### config.mk
export PLATFORM = sky130hd
export DESIGN_NAME = rx_byte_queue
export DESIGN_NICKNAME = d
export VERILOG_FILES = /design/src/rtl/rxq_pkg.sv /design/src/rtl/rxq_store.sv /design/src/rtl/rxq_idle_timer.sv /design/src/rtl/rxq_ctrl.sv /design/src/rtl/rx_byte_queue.sv
export SDC_FILE = /design/constraint.sdc
export NUM_CORES = 1
export LEC_CHECK = 0
export BUFFER_PORTS_ARGS = -buffer_cell sky130_fd_sc_hd__buf_2
export CAP_MARGIN = 20
export CORE_MARGIN = 4
export CORE_UTILIZATION = 45
export CTS_BUF_LIST = sky130_fd_sc_hd__clkbuf_4 sky130_fd_sc_hd__clkbuf_8 sky130_fd_sc_hd__clkbuf_16
export DETAILED_ROUTE_END_ITERATION = 8
export PLACE_DENSITY = 0.68
export SLEW_MARGIN = 20
export SYNTH_ARGS = -nofsm -noshare
export SYNTH_HDL_FRONTEND = slang
export SYNTH_SLANG_ARGS = --single-unit
### constraint.sdc
create_clock -name clk -period 5.2 [get_ports clk]
set_input_delay 0.52 -clock clk [delete_from_list [all_inputs] [get_ports clk]]
set_output_delay 0.52 -clock clk [all_outputs]
set_load 0.1 [all_outputs]
### src/rtl/rxq_pkg.sv
package rxq_pkg;
  // Strobes the control issues to the byte store each cycle.
  typedef struct packed {
    logic push;      // store wrData at the write position
    logic pop;       // present oldest byte and advance read position
    logic popEmpty;  // read of an empty queue: present zero
    logic flush;     // return both positions to zero
  } qStrobe_t;
endpackage

### src/rtl/rxq_store.sv
module rxq_store
  import rxq_pkg::*;
#(
  parameter int DW    = 8,
  parameter int DEPTH = 16
) (
  input  logic          clk,
  input  logic          rstN,
  input  qStrobe_t      strb,
  input  logic [DW-1:0] wrData,
  output logic [DW-1:0] rdData
);
  localparam int AW = $clog2(DEPTH);

  logic [DW-1:0] mem [DEPTH];
  logic [AW-1:0] wrPtr, rdPtr;

  function automatic logic [AW-1:0] nextPos(input logic [AW-1:0] p);
    return (p == AW'(DEPTH - 1)) ? '0 : p + 1'b1;
  endfunction

  always_ff @(posedge clk) begin
    if (strb.push) mem[wrPtr] <= wrData;
  end

  always_ff @(posedge clk) begin
    if (!rstN) begin
      wrPtr  <= '0;
      rdPtr  <= '0;
      rdData <= '0;
    end else if (strb.flush) begin
      wrPtr <= '0;
      rdPtr <= '0;
    end else begin
      if (strb.push) wrPtr <= nextPos(wrPtr);
      if (strb.pop) begin
        rdData <= mem[rdPtr];
        rdPtr  <= nextPos(rdPtr);
      end else if (strb.popEmpty) begin
        rdData <= '0;
      end
    end
  end

  // an empty read presents zero on the next cycle
  a_r6_empty_read_zero: assert property (@(posedge clk) disable iff (!rstN)
    strb.popEmpty |=> (rdData == '0));

  // a flush never comes with data movement
  a_r8_flush_alone: assert property (@(posedge clk) disable iff (!rstN)
    strb.flush |-> !(strb.push || strb.pop || strb.popEmpty));

  // a read is either a real pop or an empty read, never both
  a_r6_read_kind: assert property (@(posedge clk) disable iff (!rstN)
    !(strb.pop && strb.popEmpty));
endmodule

### src/rtl/rxq_idle_timer.sv
module rxq_idle_timer #(
  parameter int CTW = 16
) (
  input  logic           clk,
  input  logic           rstN,
  input  logic           load,
  input  logic           clear,
  input  logic [CTW-1:0] charTime,
  output logic           expire
);
  localparam int TW = CTW + 2;

  logic [TW-1:0] remain;
  logic          armed;

  assign expire = armed && (remain <= TW'(1));

  always_ff @(posedge clk) begin
    if (!rstN || clear) begin
      armed  <= 1'b0;
      remain <= '0;
    end else if (load) begin
      armed  <= 1'b1;
      remain <= {charTime, 2'b00};
    end else if (armed) begin
      if (expire) armed <= 1'b0;
      else        remain <= remain - 1'b1;
    end
  end

  // a reload with a nonzero character time cannot expire right after
  a_r7_reload_quiet: assert property (@(posedge clk) disable iff (!rstN)
    (load && !clear && charTime != '0) |=> !expire);

  // an expiry disarms the timer unless it is reloaded
  a_r7_single_shot: assert property (@(posedge clk) disable iff (!rstN)
    (expire && !load) |=> !expire);
endmodule

### src/rtl/rxq_ctrl.sv
module rxq_ctrl
  import rxq_pkg::*;
#(
  parameter int DEPTH     = 16,
  parameter int LW        = 6,
  parameter int TRIG_INIT = 32
) (
  input  logic          clk,
  input  logic          rstN,
  input  logic          wrValid,
  input  logic          rdStrobe,
  input  logic          rxReset,
  input  logic          trigWr,
  input  logic [LW-1:0] trigVal,
  input  logic          expire,
  output qStrobe_t      strb,
  output logic          timerLoad,
  output logic          emptyFlag,
  output logic          fullFlag,
  output logic          overflowFlag,
  output logic          trigFlag,
  output logic          timeoutFlag
);
  localparam int CW = $clog2(DEPTH) + 1;
  localparam int KW = (CW > LW) ? CW : LW;

  logic [CW-1:0] count, nextCount;
  logic [LW-1:0] trigLevel;
  logic          doPush, doPop, doPopEmpty;
  logic          atTrig;

  assign doPop      = rdStrobe && !rxReset && (count != '0);
  assign doPopEmpty = rdStrobe && !rxReset && (count == '0);
  assign doPush     = wrValid && !rxReset && ((count < CW'(DEPTH)) || doPop);
  assign nextCount  = count + CW'(doPush) - CW'(doPop);
  assign atTrig     = KW'(nextCount) >= KW'(trigLevel);

  always_comb begin
    strb.push     = doPush;
    strb.pop      = doPop;
    strb.popEmpty = doPopEmpty;
    strb.flush    = rxReset;
  end
  assign timerLoad = doPush;

  always_ff @(posedge clk) begin
    if (!rstN)       trigLevel <= LW'(TRIG_INIT);
    else if (trigWr) trigLevel <= trigVal;
  end

  always_ff @(posedge clk) begin
    if (!rstN) begin
      count        <= '0;
      emptyFlag    <= 1'b1;
      fullFlag     <= 1'b0;
      overflowFlag <= 1'b0;
      trigFlag     <= 1'b0;
      timeoutFlag  <= 1'b0;
    end else if (rxReset) begin
      count        <= '0;
      emptyFlag    <= 1'b1;
      fullFlag     <= 1'b0;
      overflowFlag <= 1'b0;
      timeoutFlag  <= 1'b0;
    end else begin
      count    <= nextCount;
      fullFlag <= (nextCount == CW'(DEPTH));
      if (rdStrobe)                overflowFlag <= 1'b0;
      else if (wrValid && !doPush) overflowFlag <= 1'b1;
      if (doPush)                                emptyFlag <= 1'b0;
      else if (rdStrobe && nextCount == '0)      emptyFlag <= 1'b1;
      if (doPush && atTrig)                      trigFlag  <= 1'b1;
      else if (rdStrobe && !atTrig)              trigFlag  <= 1'b0;
      if (expire) timeoutFlag <= 1'b1;
    end
  end

  // write to a full queue without a read drops the byte
  a_r2_drop_on_full: assert property (@(posedge clk) disable iff (!rstN)
    (wrValid && !rdStrobe && !rxReset && count == CW'(DEPTH))
      |=> (overflowFlag && count == CW'(DEPTH)));

  // full and empty never hold together
  a_r3_full_not_empty: assert property (@(posedge clk) disable iff (!rstN)
    fullFlag |-> !emptyFlag);

  // a read clears the overflow flag
  a_r5_read_clears_ovf: assert property (@(posedge clk) disable iff (!rstN)
    (rdStrobe && !rxReset) |=> !overflowFlag);

  // receiver reset state
  a_r8_rx_reset: assert property (@(posedge clk) disable iff (!rstN)
    rxReset |=> (emptyFlag && !fullFlag && !overflowFlag && !timeoutFlag && count == '0));

  // read and write together keep the count
  a_r10_count_kept: assert property (@(posedge clk) disable iff (!rstN)
    (doPush && doPop) |=> $stable(count));

  // timer expiry raises the timeout flag
  a_r7_timeout_set: assert property (@(posedge clk) disable iff (!rstN)
    (expire && !rxReset) |=> timeoutFlag);
endmodule

### src/rtl/rx_byte_queue.sv
module rx_byte_queue
  import rxq_pkg::*;
#(
  parameter int DW        = 8,
  parameter int DEPTH     = 16,
  parameter int LW        = 6,
  parameter int CTW       = 16,
  parameter int TRIG_INIT = 32
) (
  input  logic           clk,
  input  logic           rstN,
  input  logic           wrValid,
  input  logic [DW-1:0]  wrData,
  input  logic           rdStrobe,
  input  logic           rxReset,
  input  logic           trigWr,
  input  logic [LW-1:0]  trigVal,
  input  logic [CTW-1:0] charTime,
  output logic [DW-1:0]  rdData,
  output logic           emptyFlag,
  output logic           fullFlag,
  output logic           overflowFlag,
  output logic           trigFlag,
  output logic           timeoutFlag
);
  qStrobe_t strb;
  logic     timerLoad, expire;

  rxq_ctrl #(.DEPTH(DEPTH), .LW(LW), .TRIG_INIT(TRIG_INIT)) i_ctrl (
    .clk(clk), .rstN(rstN), .wrValid(wrValid), .rdStrobe(rdStrobe),
    .rxReset(rxReset), .trigWr(trigWr), .trigVal(trigVal), .expire(expire),
    .strb(strb), .timerLoad(timerLoad), .emptyFlag(emptyFlag),
    .fullFlag(fullFlag), .overflowFlag(overflowFlag), .trigFlag(trigFlag),
    .timeoutFlag(timeoutFlag)
  );

  rxq_store #(.DW(DW), .DEPTH(DEPTH)) i_store (
    .clk(clk), .rstN(rstN), .strb(strb), .wrData(wrData), .rdData(rdData)
  );

  rxq_idle_timer #(.CTW(CTW)) i_timer (
    .clk(clk), .rstN(rstN), .load(timerLoad), .clear(rxReset),
    .charTime(charTime), .expire(expire)
  );
endmodule

# After elaboration in Yosys (flattened, before gate mapping)
# Memories as Yosys holds them, arrays and structs flattened. A register that Yosys moved wholly into a read port is not among the register bits.
# Cells that the tools add are included.
# W data, S select, Z words.
[op_classes] n_eq_ne=4 bitwise=3 multipliers=0 n_lt_le_gt_ge=3 reduce_logical=30 addsub=5 n_div=0 mux=18 shift=0
[op_table] operator="$mux W18" count=3
[op_table] operator="$le A18 B1 Y1 const B" count=1
[op_table] operator="$sub A18 B1 Y18 const B" count=1
[op_table] operator="$mux W4" count=4
[op_table] operator="$mux W8" count=2
[op_table] operator="$logic_and A1 B1 Y1" count=10
[op_table] operator="$logic_not A5 Y1" count=2
[op_table] operator="$mux W1" count=9
[op_table] operator="$add A4 B1 Y4 const B" count=2
[op_table] operator="$eq A4 B4 Y1 const B" count=2
[op_table] operator="$reduce_and A2 Y1" count=4
[op_table] operator="$reduce_bool A2 Y1" count=4
[op_table] operator="$ge A5 B6 Y1" count=1
[op_table] operator="$add A5 B1 Y5" count=1
[op_table] operator="$eq A5 B5 Y1 const B" count=1
[op_table] operator="$lt A5 B5 Y1 const B" count=1
[op_table] operator="$reduce_bool A5 Y1" count=1
[op_table] operator="$sub A5 B1 Y5" count=1
[op_table] operator="$logic_not A1 Y1" count=4
[op_table] operator="$reduce_or A2 Y1" count=2
[op_table] operator="$not A1 Y1" count=3
[op_table] operator="$reduce_or A3 Y1" count=1
[op_table] operator="$logic_or A1 B1 Y1" count=2
[op_table] operator="$ne A2 B1 Y1 const B" count=1
[word_totals] memories=1 out_inout_bits=13 in_bits=36 rom_bits=0 wordCells=77 register_bits=51 latchBits=0 ram_bits=128
[mem_list] name="i_store.mem" depth=16 width=8 read_ports=1 rd_ports_with_merged_regs=1 wr=1 line_no="rxq_store.sv:15" source="logic [DW-1:0] mem [DEPTH];"

# Logic depth before layout (Yosys ltp)
[logic_depth] ltp_word=12 depth_mapped=13 ltp_nobuf=13

# Cells and area by module
# A second synthesis with hierarchy kept.
[unflattened] cells_unflattened=525 area_unflattened_um2=7787.5
[by_module_without_submodules] mod="rxq_store" instances=1 area_per_inst_um2=5764.3 cells_per_inst=299
[by_module_without_submodules] mod="rxq_idle_timer" instances=1 area_per_inst_um2=1092.3 cells_per_inst=127
[by_module_without_submodules] mod="rxq_ctrl" instances=1 area_per_inst_um2=930.9 cells_per_inst=99

# Least setup slack after synthesis
# No wires, ideal clock.
[synth_path] path_kind="input-to-reg" start="input rdStrobe" end="register i_ctrl.trigFlag" path_slack_ns=2.415 arrival_ns=2.656 stages=11 path_cell_list="nand2b_1 -> nand3b_2 -> clkbuf_1 -> xnor2_1 -> ha_1 -> fa_1 -> ha_1 -> a21o_1 -> a21o_1 -> a21oi_1 -> o21ai_0"
[synth_between] elab_chain_len=11 word_cells_on_any_way=13
[synth_rtl] item="from (decl)" line_no="rx_byte_queue.sv:14" source="input logic rdStrobe,"
[synth_rtl] item="$logic_and A1 B1 Y1 (*) (2 in series)" line_no="rxq_ctrl.sv:32" source="assign doPop = rdStrobe && !rxReset && (count != '0);"
[synth_rtl] item="$logic_or A1 B1 Y1" line_no="rxq_ctrl.sv:34" source="assign doPush = wrValid && !rxReset && ((count < CW'(DEPTH)) || doPop);"
[synth_rtl] item="$logic_and A1 B1 Y1" line_no="rxq_ctrl.sv:34"
[synth_rtl] item="$add A5 B1 Y5" line_no="rxq_ctrl.sv:35" source="assign nextCount = count + CW'(doPush) - CW'(doPop);"
[synth_rtl] item="$sub A5 B1 Y5 (*)" line_no="rxq_ctrl.sv:35"
[synth_rtl] item="named net i_ctrl.nextCount[1]" line_no="rxq_ctrl.sv:27" source="logic [CW-1:0] count, nextCount;"
[synth_rtl] item="$ge A5 B6 Y1 (*)" line_no="rxq_ctrl.sv:36" source="assign atTrig = KW'(nextCount) >= KW'(trigLevel);"
[synth_rtl] item="$logic_not A1 Y1" line_no="rxq_ctrl.sv:73" source="else if (rdStrobe && !atTrig) trigFlag <= 1'b0;"
[synth_rtl] item="$logic_and A1 B1 Y1" line_no="rxq_ctrl.sv:73"
[synth_rtl] item="$reduce_bool A2 Y1 (no source line)"
[synth_rtl] item="$reduce_and A2 Y1 (no source line)"
[synth_rtl] item="to (signal assigned)" line_no="rxq_ctrl.sv:57" source="trigFlag <= 1'b0;"
[synth_rtl] item="to (signal assigned)" line_no="rxq_ctrl.sv:72" source="if (doPush && atTrig) trigFlag <= 1'b1;"
[synth_rtl] item="to (signal assigned)" line_no="rxq_ctrl.sv:73"
[synth_rtl] item="to (decl)" line_no="rxq_ctrl.sv:21" source="output logic trigFlag,"
# The timed path passes the listed nets; every way through them passes the cells marked *.
# A chain may end at the register's enable or synchronous reset.

# Final worst setup path
[layout_path] start="register i_ctrl.count[2]" end="register i_ctrl.trigFlag"
[layout_between] elab_chain_len=11 word_cells_on_any_way=14
[layout_rtl] item="from (decl)" line_no="rxq_ctrl.sv:27"
[layout_rtl] item="from (signal assigned)" line_no="rxq_ctrl.sv:66" source="count <= nextCount;"
[layout_rtl] item="branches (longest 5 deep; another with $lt A5 B5 Y1)"
[layout_rtl] item="$sub A5 B1 Y5 (*)" line_no="rxq_ctrl.sv:35"
[layout_rtl] item="named net i_ctrl.nextCount[4]" line_no="rxq_ctrl.sv:27"
[layout_rtl] item="$ge A5 B6 Y1 (*)" line_no="rxq_ctrl.sv:36"
[layout_rtl] item="$logic_not A1 Y1" line_no="rxq_ctrl.sv:73"
[layout_rtl] item="$logic_and A1 B1 Y1" line_no="rxq_ctrl.sv:73"
[layout_rtl] item="$reduce_bool A2 Y1 (no source line)"
[layout_rtl] item="$reduce_and A2 Y1 (no source line)"
# Mark *: on every way through the listed nets, which the timed path passes.

==> impl_metrics.json <==
{
  "initial_core_util_pct": 45.9,
  "rsz0062_at_grt": "false",
  "post_cts_resized": 0,
  "fin_crit_sh_pct": 60.6,
  "fmax_mhz": 317,
  "wl_per_cell_um": 18.8,
  "avgSynthCellArea_um2": 14.8,
  "setup.worst_path.class": "reg2reg",
  "syn2layout_area_growth_pct": 14.0,
  "ir_drop_mv": 0.238,
  "io_pins": 49,
  "gr-usage-all-layers_pct": 16.3,
  "fp.dieW_um": 138,
  "critPathMaxFanout": 8,
  "hold-path-cell-count": 2,
  "hp-class": "in2reg",
  "hold_buffers": 0,
  "fin_worst_skew_ns": 0.0110,
  "switching_share_pct": 24.8,
  "synth_warnings": 0,
  "ys_seq_area_share_pct": 65.0,
  "finalCriticalPeriod_ns": 3.15,
  "setup_viol": 0,
  "p_comb_share_pct": 9.0,
  "core_um2": 16600,
  "synthTopCellsByArea": "edfxtp_1 (51%), dfxtp_1 (14%), mux4_2 (9.5%), mux2i_1 (3.4%), ha_1 (2.8%)",
  "drc": 0,
  "htreeDepth": 4,
  "slew_headroom_pct": 31.0,
  "worstSetupEndpointType": "flip-flop",
  "cts_setup_buffers": 0,
  "clock_power_share_pct": 40.3,
  "seqPwrFrac_pct": 50.7,
  "cts_tree": "built",
  "status": "complete, no violations",
  "path_clk_slew_ns": 0.07,
  "die_y_um": 138,
  "grt.met2_usage_pct": 27.3,
  "final_util_pct": 52.3,
  "dieArea_um2": 19000,
  "met1_usage_pct": 20.7,
  "antenna_found_initial": 0,
  "cts_sinks": 183,
  "grt_pass1_wl_um": 24100,
  "finalHoldViolations": 0,
  "syn-cell-area_um2": 7610,
  "place.gp.congestion": 0.827,
  "reg2reg_depth": 13,
  "regArea_um2": 4950,
  "cts_root_buffer": "clkbuf_16",
  "ant_nets": 0,
  "worstPathArrival_ns": 3.45,
  "viasPerCell": 5.54,
  "synth.top_cell.area_share_pct": 50.5,
  "drive_gt1_share_pct": 21.8,
  "total_power_mw": 3.15,
  "worst-slew-pin-transition_ns": 1.03,
  "fin_tns_setup_ns": 0,
  "drtIter0Drc": 286,
  "nets": 618,
  "multiInputGateArea_um2": 2510,
  "busiest_layer": "met2",
  "clock_latency_ns": 0.43,
  "grt_max_degree": 36,
  "p_per_area_nw_per_um2": 363,
  "power.leakage_nw": 2.87,
  "gr-total-overflow": 0,
  "port_buffers": 48,
  "slew_viol_final": 0,
  "clock_path_buffers": 2,
  "cap_viol_max_count": 0,
  "synthArstFlopShare_pct": 0,
  "startpoint_type": "flip-flop",
  "vias": 4413,
  "first_pass_iters": 5,
  "syn_inst": 514,
  "grt_use_met3_pct": 4.21,
  "p_int_mw": 2.37,
  "yosysTopAreaCell": "edfxtp_1",
  "synth_seq_cells": 183,
  "synth_edf_count": 128,
  "power_switching_uw": 780,
  "fill_cells": 1391,
  "grt_pass1_vias": 4546,
  "wl_um": 15000,
  "n_antenna_cell": 0,
  "worstPathRequired_ns": 5.50,
  "numCtsBuffers": 17,
  "synthDistinctLibCells": 49,
  "syn_nets": 568,
  "synth_ff_type": "edfxtp_1",
  "hpwl_um": 9910,
  "std_cell_rows": 47
}
## sequential cells by signal, summed over array words and instances, names as in the netlist, named ones only
register	flops
i_store.rdData	8
i_store.rdPtr	4
i_ctrl.trigLevel	6
i_ctrl.fullFlag	1
i_ctrl.overflowFlag	1
i_timer.armed	1
i_ctrl.timeoutFlag	1
i_ctrl.emptyFlag	1
i_ctrl.count	5
i_store.wrPtr	4
i_ctrl.trigFlag	1
i_store.mem	128
i_timer.remain	18
## per-layer routing
| layer | part of all wire [%] | vias to the layer above |
|---|---|---|
| met2 | 51 | 121 |
| met3 | 5.6 | 20 |
| met4 | 1.6 | 0 |
| met1 | 42 | 2194 |
| li1 | - | 2078 |
| met5 | 0 | - |
## layout make-up
cell class / count / area share (%)
Inverter: 15 / 0.650
Timing Repair Buffer: 54 / 3.29
Tap cell: 220 / 3.18
Clock inverter: 14 / 1.91
Multi-Input combinational cell: 293 / 28.9
Clock buffer: 18 / 4.99
Sequential cell: 183 / 57.1
## cell usage after synthesis, types with 2 or more instances
cell / instances
a2111oi_0: 4
a211oi_1: 6
a21o_1: 3
a21oi_1: 29
a2bb2oi_1: 8
a31oi_1: 4
and2_1: 4
and3_1: 2
buf_2: 4
clkbuf_1: 17
dfxtp_1: 55
edfxtp_1: 128
ha_1: 17
inv_1: 15
mux2i_1: 26
mux4_2: 32
nand2_1: 20
nand2b_1: 8
nand3_1: 7
nand3b_1: 2
nor2_1: 33
nor2b_1: 7
nor3_1: 12
nor4_1: 3
o21ai_0: 27
xnor2_1: 15
xor2_1: 4
## cells in the final DEF, fill, tap and decap left out, types with 2 or more instances in the layout
cell type | Yosys | layout
a2111oi_0 | 4 | 4
clkinvlp_4 | 0 | 3
xor2_1 | 4 | 4
dfxtp_2 | 0 | 2
and3_1 | 2 | 2
inv_6 | 0 | 2
mux2i_1 | 26 | 26
clkinv_8 | 0 | 2
edfxtp_1 | 128 | 128
mux4_2 | 32 | 32
a211oi_1 | 6 | 6
nand3b_1 | 2 | 2
a21oi_1 | 29 | 29
buf_2 | 4 | 48
nor2_1 | 33 | 33
nor3_1 | 12 | 12
buf_4 | 0 | 6
nand2_1 | 20 | 20
a21o_1 | 3 | 3
a31oi_1 | 4 | 4
nor4_1 | 3 | 3
ha_1 | 17 | 17
and2_1 | 4 | 4
clkbuf_16 | 0 | 17
a2bb2oi_1 | 8 | 8
nand3_1 | 7 | 7
inv_8 | 0 | 4
dfxtp_1 | 55 | 53
nand2b_1 | 8 | 8
inv_1 | 15 | 15
nor2b_1 | 7 | 7
clkinv_4 | 0 | 2
o21ai_0 | 27 | 27
xnor2_1 | 15 | 15
## critical path, cell delays in order, from the launching register on
cell	delay, ns
dfxtp_1	0.34
inv_1	0.06
ha_1	0.18
nor4b_1	0.14
nor2_1	0.52
xnor2_1	0.13
ha_1	0.24
fa_1	0.41
a21oi_1	0.15
o21bai_1	0.10
xnor2_1	0.31
ha_1	0.29
nand3_1	0.07
o21ai_0	0.09
## stage by stage
step | hold WS [ns] | instances | instance area, µm² | setup slack, ns
finish | 0.300 | 797 | 8670 | 2.05
CTS | 0.275 | 797 | 8670 | 2.05
detailed placement | 0.453 | 765 | 8070 | 1.79
global placement | 0.450 | 765 | 8070 | 1.98
floorplan | 0.442 | 514 | 7610 | 2.41
global route | 0.293 | 797 | 8670 | 1.84
## worst paths after layout
| kind | startpoint | endpoint | slack [ns] |
|---|---|---|---|
| worst min register to register | i_ctrl.timeoutFlag | i_ctrl.timeoutFlag | 0.47 |
| worst max-delay path | i_ctrl.count[2] | i_ctrl.trigFlag | 2.05 |
| worst min-delay path | rdStrobe | i_ctrl.overflowFlag | 0.30 |
| worst max register to register | i_ctrl.count[2] | i_ctrl.trigFlag | 2.05 |
## power groups by stage
| stage | Clock [mW] | Sequential (mW) | Combinational [mW] |
|---|---|---|---|
| 2_1_floorplan | 0 | 1.67 | 0.172 |
| 3_3_place_gp | 0 | 1.63 | 0.273 |
| 3_5_place_dp | 0 | 1.63 | 0.284 |
| 4_1_cts | 1.29 | 1.60 | 0.285 |
| 5_1_grt | 1.38 | 1.60 | 0.311 |
| 6_report | 1.27 | 1.60 | 0.284 |
## logic make-up after synthesis
group	synth area share, %
AND/OR/NAND/NOR	7.14
buffers and inverters	2.04
XOR/XNOR	2.19
AO/OA/AOI/OAI	7.67
adder cells (fa/ha/maj)	3.06
multiplexers	12.9
flip-flops	65.0
Note: power is estimated with default switching activity, not from simulation.
